## config.mk

```make
export PLATFORM = sky130hd
export DESIGN_NAME = irq_vec_unit
export DESIGN_NICKNAME = d
export VERILOG_FILES = /design/src/rtl/irq_vec_pkg.sv /design/src/rtl/irq_sync.sv /design/src/rtl/irq_trig.sv /design/src/rtl/irq_arb.sv /design/src/rtl/irq_vec_unit.sv
export SDC_FILE = /design/constraint.sdc
export NUM_CORES = 1
export LEC_CHECK = 0
export BUFFER_PORTS_ARGS = -buffer_cell sky130_fd_sc_hd__buf_2
export CAP_MARGIN = 0
export CORE_AREA = 2 2 59 61
export DETAILED_ROUTE_END_ITERATION = 8
export DIE_AREA = 0 0 61 63
export PLACE_DENSITY = 0.76
export SYNTH_ARGS = -nofsm -noshare
export SYNTH_HDL_FRONTEND = slang
export SYNTH_SLANG_ARGS = --single-unit
```

## constraint.sdc

```tcl
create_clock -name clk -period 1.5 [get_ports clk]
set_input_delay 0.45 -clock clk [delete_from_list [all_inputs] [get_ports clk]]
set_output_delay 0.45 -clock clk [all_outputs]
set_load 0.01 [all_outputs]
```

## src/rtl/irq_vec_pkg.sv

```systemverilog
package irq_vec_pkg;
  typedef enum logic [1:0] {
    SRC_NMI = 2'd0,
    SRC_R75 = 2'd1,
    SRC_R65 = 2'd2,
    SRC_R55 = 2'd3
  } irq_src_e;

  localparam int N_ASYNC = 5;
  localparam int IX_NMI  = 0;
  localparam int IX_R75  = 1;
  localparam int IX_R65  = 2;
  localparam int IX_R55  = 3;
  localparam int IX_SIN  = 4;

  localparam int MSK_WORD_W = 8;
  localparam int MSK_BIT_EN = 3;
  localparam int MSK_BIT_CLR = 4;
endpackage

```

## src/rtl/irq_sync.sv

```systemverilog
module irq_sync #(
  parameter int WIDTH  = 5,
  parameter int STAGES = 2
) (
  input  logic             clk,
  input  logic             rst,
  input  logic [WIDTH-1:0] d_a,
  output logic [WIDTH-1:0] q
);
  logic [STAGES-1:0][WIDTH-1:0] chain;

  always_ff @(posedge clk) begin
    if (rst) begin
      chain <= '0;
    end else begin
      chain[0] <= d_a;
      for (int s = 1; s < STAGES; s++) chain[s] <= chain[s-1];
    end
  end

  assign q = chain[STAGES-1];
endmodule

```

## src/rtl/irq_trig.sv

```systemverilog
module irq_trig (
  input  logic clk,
  input  logic rst,
  input  logic nmi_lvl,
  input  logic hi_lvl,
  input  logic hi_clr_wr,
  input  logic ack_hi,
  input  logic ack_nmi,
  output logic hi_latch,
  output logic nmi_armed
);
  logic hi_d, nmi_d;
  logic hi_rise, nmi_rise;

  assign hi_rise  = hi_lvl & ~hi_d;
  assign nmi_rise = nmi_lvl & ~nmi_d;

  always_ff @(posedge clk) begin
    if (rst) begin
      hi_d      <= 1'b0;
      nmi_d     <= 1'b0;
      hi_latch  <= 1'b0;
      nmi_armed <= 1'b0;
    end else begin
      hi_d  <= hi_lvl;
      nmi_d <= nmi_lvl;
      if (hi_rise)                     hi_latch <= 1'b1;
      else if (hi_clr_wr || ack_hi)    hi_latch <= 1'b0;
      if (nmi_rise)                    nmi_armed <= 1'b1;
      else if (ack_nmi || !nmi_lvl)    nmi_armed <= 1'b0;
    end
  end

  // stored edge survives until a clear source appears
  a_r4_latch_holds: assert property (@(posedge clk) disable iff (rst)
    hi_latch && !hi_clr_wr && !ack_hi |=> hi_latch);
  // a fresh edge always leaves the latch set
  a_r4_edge_wins: assert property (@(posedge clk) disable iff (rst)
    hi_rise |=> hi_latch);
  // no re-arm without a new rising edge
  a_r6_rearm_edge: assert property (@(posedge clk) disable iff (rst)
    !nmi_armed && !nmi_rise |=> !nmi_armed);
endmodule

```

## src/rtl/irq_arb.sv

```systemverilog
module irq_arb
  import irq_vec_pkg::*;
#(
  parameter int          VEC_W   = 16,
  parameter logic [15:0] VEC_NMI = 16'h0024,
  parameter logic [15:0] VEC_R75 = 16'h003C,
  parameter logic [15:0] VEC_R65 = 16'h0034,
  parameter logic [15:0] VEC_R55 = 16'h002C
) (
  input  logic             nmi_srv,
  input  logic             r75_srv,
  input  logic             r65_srv,
  input  logic             r55_srv,
  output logic             any,
  output irq_src_e         sel,
  output logic [VEC_W-1:0] vec
);
  always_comb begin
    any = 1'b1;
    sel = SRC_NMI;
    vec = VEC_W'(VEC_NMI);
    if (nmi_srv) begin
      sel = SRC_NMI; vec = VEC_W'(VEC_NMI);
    end else if (r75_srv) begin
      sel = SRC_R75; vec = VEC_W'(VEC_R75);
    end else if (r65_srv) begin
      sel = SRC_R65; vec = VEC_W'(VEC_R65);
    end else if (r55_srv) begin
      sel = SRC_R55; vec = VEC_W'(VEC_R55);
    end else begin
      any = 1'b0;
    end
  end
endmodule

```

## src/rtl/irq_vec_unit.sv

```systemverilog
module irq_vec_unit
  import irq_vec_pkg::*;
#(
  parameter int          SYNC_STAGES = 2,
  parameter int          VEC_W       = 16,
  parameter logic [15:0] VEC_NMI     = 16'h0024,
  parameter logic [15:0] VEC_R75     = 16'h003C,
  parameter logic [15:0] VEC_R65     = 16'h0034,
  parameter logic [15:0] VEC_R55     = 16'h002C
) (
  input  logic             clk,
  input  logic             rst,
  input  logic             nmi_a,
  input  logic             r75_a,
  input  logic             r65_a,
  input  logic             r55_a,
  input  logic             sin_a,
  input  logic             ien_set,
  input  logic             ien_clr,
  input  logic             msk_wr,
  input  logic [7:0]       msk_wdata,
  input  logic             stat_rd,
  output logic [7:0]       stat_rdata,
  input  logic             boundary,
  input  logic             ack,
  output logic             take_valid,
  output logic [1:0]       take_src,
  output logic [VEC_W-1:0] take_vec
);
  logic [N_ASYNC-1:0] raw_a, lvl;
  logic [2:0]         mask_q;
  logic               ien_q;
  logic               hi_latch, nmi_armed;
  logic               ack_ok, ack_nmi, ack_hi, ack_mask;
  logic               nmi_srv, r75_srv, r65_srv, r55_srv;
  logic               sel_any;
  irq_src_e           sel_src, take_src_q;
  logic [VEC_W-1:0]   sel_vec;

  assign raw_a[IX_NMI] = nmi_a;
  assign raw_a[IX_R75] = r75_a;
  assign raw_a[IX_R65] = r65_a;
  assign raw_a[IX_R55] = r55_a;
  assign raw_a[IX_SIN] = sin_a;

  irq_sync #(.WIDTH(N_ASYNC), .STAGES(SYNC_STAGES)) sync_i (
    .clk(clk), .rst(rst), .d_a(raw_a), .q(lvl)
  );

  assign ack_ok   = ack & take_valid;
  assign ack_nmi  = ack_ok & (take_src_q == SRC_NMI);
  assign ack_hi   = ack_ok & (take_src_q == SRC_R75);
  assign ack_mask = ack_ok & (take_src_q != SRC_NMI);

  irq_trig trig_i (
    .clk(clk), .rst(rst),
    .nmi_lvl(lvl[IX_NMI]), .hi_lvl(lvl[IX_R75]),
    .hi_clr_wr(msk_wr & msk_wdata[MSK_BIT_CLR]),
    .ack_hi(ack_hi), .ack_nmi(ack_nmi),
    .hi_latch(hi_latch), .nmi_armed(nmi_armed)
  );

  assign nmi_srv = lvl[IX_NMI] & nmi_armed;
  assign r75_srv = ien_q & hi_latch     & ~mask_q[2];
  assign r65_srv = ien_q & lvl[IX_R65]  & ~mask_q[1];
  assign r55_srv = ien_q & lvl[IX_R55]  & ~mask_q[0];

  irq_arb #(
    .VEC_W(VEC_W), .VEC_NMI(VEC_NMI), .VEC_R75(VEC_R75),
    .VEC_R65(VEC_R65), .VEC_R55(VEC_R55)
  ) arb_i (
    .nmi_srv(nmi_srv), .r75_srv(r75_srv), .r65_srv(r65_srv), .r55_srv(r55_srv),
    .any(sel_any), .sel(sel_src), .vec(sel_vec)
  );

  always_ff @(posedge clk) begin
    if (rst) begin
      ien_q      <= 1'b0;
      mask_q     <= 3'b111;
      take_valid <= 1'b0;
      take_src_q <= SRC_NMI;
      take_vec   <= '0;
      stat_rdata <= '0;
    end else begin
      if (ien_clr || ack_mask) ien_q <= 1'b0;
      else if (ien_set)        ien_q <= 1'b1;
      if (msk_wr && msk_wdata[MSK_BIT_EN]) mask_q <= msk_wdata[2:0];
      if (ack) begin
        take_valid <= 1'b0;
      end else if (boundary) begin
        take_valid <= sel_any;
        take_src_q <= sel_src;
        take_vec   <= sel_vec;
      end
      if (stat_rd)
        stat_rdata <= {lvl[IX_SIN], hi_latch, lvl[IX_R65], lvl[IX_R55], ien_q, mask_q};
    end
  end

  assign take_src = take_src_q;

  // a maskable acknowledge drops the global enable
  a_r9_ack_clears_ien: assert property (@(posedge clk) disable iff (rst)
    ack && take_valid && take_src_q != SRC_NMI |=> !ien_q);
  // acknowledge consumes the report, even against a boundary
  a_r8_ack_wins: assert property (@(posedge clk) disable iff (rst)
    ack |=> !take_valid);
  // armed non-maskable request always wins the boundary
  a_r7_nmi_first: assert property (@(posedge clk) disable iff (rst)
    !ack && boundary && nmi_srv |=> take_valid && take_src_q == SRC_NMI
                                    && take_vec == VEC_W'(VEC_NMI));
  // masks only move on a gated write
  a_r3_mask_gated: assert property (@(posedge clk) disable iff (rst)
    !(msk_wr && msk_wdata[MSK_BIT_EN]) |=> $stable(mask_q));
endmodule

```

==> results of run 1 <==
## routing by layer
layer	global-route usage	routed length, um	up-vias
met5	0	0	-
met2	0.1801	944	22
met4	0.04891	10	0
met3	0.07039	124	2
met1	0.1419	881	364
li1	-	-	428
## power by group
group,switching [mW],total [mW],internal [mW]
Combinational,0.0695,0.130,0.0608
Clock,0.292,0.642,0.351
Sequential,0.0196,0.878,0.859
Total,0.381,1.65,1.27
## flip-flops by register name, indices dropped and copies added, names as in the netlist
name and count:
trig_i.nmi_armed 1, ien_q 1, stat_rdata 8, trig_i.hi_d 1
trig_i.hi_latch 1, sync_i.q 5, take_src 2, mask_q 3
take_vec 2, take_valid 1, sync_i.chain 5, trig_i.nmi_d 1
## cells in the final DEF (no fill, tap or decap)
cell type	n
clkbuf_4	5
and3_1	3
nor2b_1	6
inv_1	1
o21ai_0	1
bufinv_16	1
nand4b_1	1
o31ai_1	2
nor2_1	16
and2b_1	9
nand2_1	3
nand2b_1	1
a32o_1	1
mux2i_1	8
clkinv_4	1
clkinv_2	1
a211o_1	3
a21oi_1	2
conb_1	12
a21boi_1	2
nor2b_2	2
o2bb2ai_1	4
nand3_1	1
nor4_2	1
dfxtp_1	31
buf_2	32
## path summary, 6_finish.rpt
kind                                                 endpoint                startpoint
worst max-delay path                              take_src[0]  take_src[0]$_SDFFE_PP0P_
worst min-delay path                       ien_q$_SDFFE_PP0P_                   ien_clr
worst max register to register        take_valid$_SDFFE_PP0P_    sync_i.q[2]$_SDFF_PP0_
worst min register to register  trig_i.nmi_armed$_SDFFE_PP0P_   trig_i.nmi_d$_SDFF_PP0_
## kinds of logic (layout without fill, tap and decap cells)
kind of cell           count (synthesis)  after routing  share of synthesized area
AND/OR/NAND/NOR                       43             43                     0.2010
flip-flops                            31             31                     0.5087
buffers and inverters                 19             41                     0.1261
AO/OA/AOI/OAI                         15             15                    0.09538
multiplexers                           8              8                    0.06564
other                                  1             12                   0.003074
## cell type report
class                   instances  area, um2  area share
clock buffers                   5      37.54     0.02662
clock inverters                 3      43.79     0.03106
inverters                       1      3.754    0.002662
multi-input cells              78      486.7      0.3452
flip-flops and latches         31      620.6      0.4401
well taps                      46      57.56     0.04082
repair buffers                 32      160.2      0.1136
## through the flow
step / instances / power [mW]
6_report: 196 / 1.651
5_1_grt: 196 / 1.757
4_1_cts: 196 / 1.676
3_5_place_dp: 188 / 1.028
3_3_place_gp: 188 / 1.025
2_1_floorplan: 128 / 1.013
==> qor.txt, run 1 <==
Status: complete, no violations
Tmin final: 1.376 ns
Core area: 0.003232 mm2
Width of the die: 61 um
Crit. path cell count: 1
Post-synth cell types: 24
Register area share after synthesis: 0.5087
Setup crit start kind: flip-flop
Die Area: 0.003843 mm2
Htree depth: 2
Max Cap Viol: 0
Yosys warning count: 0
Critical path, cell by cell: buf_2
Post-synth EDFFs: 0
Drt initial violations: 16
Post-layout nets: 170
Worst r2r path cells: 3
Type of the worst setup path: reg -> out
Synthesis-to-finish area growth: 15.59%
Area post-placement: 0.001329 mm2
Worst hold path type: in -> reg
Sink Count: 31
Clock root buffer: clkbuf_4
Largest net degree at the start of global routing: 29
WL/cell: 10.00 um
CTS max path bufs: 2
Die H: 63 um
Post-synth top area cell: dfxtp_1
GP Congestion: 0.7186
Crit share post-route: 0.9172
GRT Total Usage: 0.1217
CTS Buf Count: 5
Antenna violations before repair: 0
Cells after synthesis: 117
Drt first pass iters: 4
Most common cell in the synthesized netlist: dfxtp_1
Worst slack, placed: 0.2198 ns
Setup Fix Bufs, Post-CTS: 0
Top post-synthesis cells by area: dfxtp_1, buf_4, mux2i_1
Static Leakage: 0.6782 nW
Slowest cell on the critical path: dfxtp_1
RSZ-0062 raised after global routing: false
Final setup violation count: 0
N_diodes: 0
Initial Util: 0.3775
Via count: 816
Layout cells sized above 1: 0.2867
Remaining Overflow, GRT: 0
Post-route cell area: 0.001410 mm2
Ys flop type: dfxtp_1
Worst Setup Slack, final: 0.1242 ns
Crit path DAT: 0.93 ns
Utilization after layout: 0.4363
CTS tree: built
Final WL: 1960 um
Slowest stage delay, CP: 0.44 ns
DP Wirelength: 1483 um
Fmax: 726.8 MHz
Worst setup EP type: primary output
Peak supply drop: 0.0006548 V
R2R Setup Slk: 0.55 ns
WHS Path Cells: 2
DRC Markers: 0
Worst path top cell family by delay: flip-flops
Antenna viol nets, final: 0
Clock slew at reported path FFs: 0.10 ns
Min Hold Slack: 0.2902 ns
Synthesized area: 0.001220 mm2
Final Hold Fails: 0
Cell Rows: 21
Setup_tns: 0 ns
I/O Pins: 48
Vias in the first global route: 764
CTS resizes: 0
Ys async rst share: 0
FILL cells: 328
Port bufs: 32
First-pass GRT wire length: 3408 um
Hold buffers post-CTS: 0
Max-slew violation count: 0
Synth top area share: 0.5087
Seq cells post-synth: 31
Most instantiated cells after synthesis: dfxtp_1, nor2_1, buf_4
Worst skew pair latency: 0.32 ns
Syn Area/Cell: 10.43 um2
Buf+Inv Stages, Crit Path: 1
Worst Skew: 0.006978 ns
Crit path max fanout: 6
P per Cell Area: 1171 mW/mm2
Required @ worst endpoint: 1.05 ns
Drt via density: 4.163
(Power assumes the default switching activity.)
==> run 2, diff against run 1 <==
ABC_CLOCK_PERIOD_IN_PS = 1500   (was not set)
CORE_AREA = 2 2 75 77   (was 2 2 59 61)
DIE_AREA = 0 0 77 79   (was 0 0 61 63)
PLACE_DENSITY = 0.72   (was 0.76)
SKIP_CTS_REPAIR_TIMING = 1   (was not set)
SYNTH_HIERARCHICAL = 1   (was not set)
==> qor.txt, run 2 <==
Final Hold Fails: 0 (unchanged)
Remaining Overflow, GRT: 0 (unchanged)
P per Cell Area: 1005 mW/mm2 (-14%)
Drt initial violations: 62 (+46)
Seq cells post-synth: 45 (+45%)
WL/cell: 11.25 um (+13%)
Met1 usage: 0.1441 (+0.002138)
Synth top area share: 0.4433 (-0.06537)
Syn Area/Cell: 10.26 um2 (-1.6%)
CTS tree: built
Post-synth EDFFs: 0 (unchanged)
Global routing usage on met2: 0.1974 (+0.01726)
Clock root buffer: clkbuf_8
Origin of the worst setup path: take_src[1]$_SDFFE_PP0P_
GRT Total Usage: 0.1205 (-0.001143)
Max-slew violation count: 0 (unchanged)
Worst path top cell family by delay: flip-flops
Buf+Inv Stages, Crit Path: 1 (unchanged)
Global route hottest layer: met2
Most instantiated cells after synthesis: dfxtp_1, buf_4, nand2b_1, nand4bb_1, nor2_1
Slowest stage delay, CP: 0.43 ns (about the same)
Drt first pass iters: 4 (unchanged)
Critical path, cell by cell: buf_2
Worst setup EP type: primary output
Final setup violation count: 0 (unchanged)
CTS Buf Count: 5 (unchanged)
Worst hold path type: in -> reg
Tmin final: 1.345 ns (-0.03110 ns)
Crit path DAT: 0.89 ns (-0.04 ns)
Via count: 1361 (+67%)
Antenna viol nets, final: 0 (unchanged)
RSZ-0062 raised after global routing: false
Peak supply drop: 0.0004025 V (-39%)
DP Wirelength: 2507 um (+69%)
Post-synth cell types: 31 (+29%)
First-pass GRT wire length: 5837 um (+71%)
Antenna violations before repair: 0 (unchanged)
Die Area: 0.006083 mm2 (+58%)
GP Congestion: 0.7809 (+8.7%)
Required @ worst endpoint: 1.05 ns (about the same)
Most frequent cells in the layout: dfxtp_1, buf_2, nand4bb_1, nand2b_1, nor2_1
RR Startpoint: ien_q$_SDFFE_PP0P_
Largest Register: take_vec
Drt via density: 4.390 (+5.5%)
Cell Rows: 27 (+29%)
Ys async rst share: 0 (unchanged)
DRC Markers: 0 (unchanged)
Port bufs: 44 (+38%)
I/O Pins: 48 (unchanged)
Worst Skew: 0.005960 ns (-0.001018 ns)
Clock slew at reported path FFs: 0.09 ns (about the same)
Htree depth: 2 (unchanged)
CTS max path bufs: 2 (unchanged)
Final WL: 3488 um (+78%)
Layout cells sized above 1: 0.3151 (+0.02846)
Synthesis-to-finish area growth: 12.75%
Slowest cell on the critical path: dfxtp_1
Max Cap Viol: 0 (unchanged)
Cells after synthesis: 198 (+69%)
Final cell count without fillers: 310 (+58%)
Placed Cells: 302 (+61%)
Post-layout nets: 258 (+52%)
Initial Util: 0.3807 (+0.003217)
Sink Count: 45 (+45%)
Setup crit start kind: flip-flop
Static Leakage: 1.006 nW (+48%)
Type of the worst setup path: reg -> out
Register area share after synthesis: 0.4433 (-0.06537)
Fmax: 743.6 MHz (+2.3%)
Max reg flops: 16 (+8)
Die H: 79 um (+25%)
Synthesized area: 0.002032 mm2 (+67%)
Worst skew pair latency: 0.30 ns (-0.02 ns)
Vias in the first global route: 1285 (+68%)
Largest net degree at the start of global routing: 25 (-14%)
Most common cell after layout, fill and taps aside: dfxtp_1
Core area: 0.005338 mm2 (+65%)
Post-synth top area cell: dfxtp_1
Routing usage on met3: 0.03409 (-0.03630)
Ys flop type: dfxtp_1
Crit share post-route: 0.8965 (-0.02073)
Setup_tns: 0 ns (unchanged)
Crit path max fanout: 5 (-1)
N_diodes: 0 (unchanged)
Biggest regs: take_vec (16), stat_rdata (8)
Worst hold start: r75_a
Width of the die: 77 um (+26%)
Yosys warning count: 6 (+6)
Top post-synthesis cells by area: dfxtp_1, nand4bb_1, buf_4
Status: complete, no violations
Most common cell in the synthesized netlist: dfxtp_1
[run 2: final timing paths]
check        depth (start not counted)                            end  slack (ns)
max                                  1                    take_src[1]        0.16
min reg2reg                          1  trig_i/nmi_armed$_SDFFE_PP0P_        0.41
min                                  2     sync_i/chain[1]$_SDFF_PP0_        0.35
max reg2reg                          6       take_src[1]$_SDFFE_PP0P_        0.33
[run 2: final cells by class]
cell class / instances / area, um2
Inverter: 1 / 3.754
Clock buffer: 5 / 68.82
Multi-Input combinational cell: 132 / 908.4
Clock inverter: 3 / 26.28
Sequential cell: 45 / 900.9
Tap cell: 72 / 90.09
Fill cell: 538 / 3047
Timing Repair Buffer: 52 / 292.8
[run 2: report_power, final]
| part | leakage [nW] | internal (mW) | switching, mW |
|---|---|---|---|
| combinational | 0.588 | 0.116 | 0.113 |
| sequential | 0.369 | 1.25 | 0.0250 |
| clock | 0.0495 | 0.346 | 0.457 |
| total | 1.01 | 1.71 | 0.595 |
[run 2: cell families (layout without fill, tap and decap cells)]
kind of cell	after synthesis	in the layout	share of synthesized area
flops	45	45	0.4433
simple gates	84	84	0.2839
mux	9	9	0.04434
compound gates	25	25	0.09175
other cells	2	14	0.003696
buf+inv	33	61	0.1330
[run 2: metrics by stage]
step	util	power (mW)	area [um2]	hold slack, ns	setup slack, ns
after floorplan	-	1.489	2077	0.3931	0.2234
after global placement	0.4114	1.524	2196	0.3960	0.1744
after detailed placement	0.4114	1.530	2196	0.4022	0.1656
after CTS	0.4292	2.337	2291	0.3389	0.1500
after global routing	0.4292	2.407	2291	0.3425	0.09476
final	0.4292	2.303	2291	0.3504	0.1553
[run 2: per-layer routing]
layer / part of all wire / up-vias
met3: 0.042 / 6
li1: - / 717
met5: 0 / -
met1: 0.45 / 615
met4: 0.025 / 0
met2: 0.48 / 23
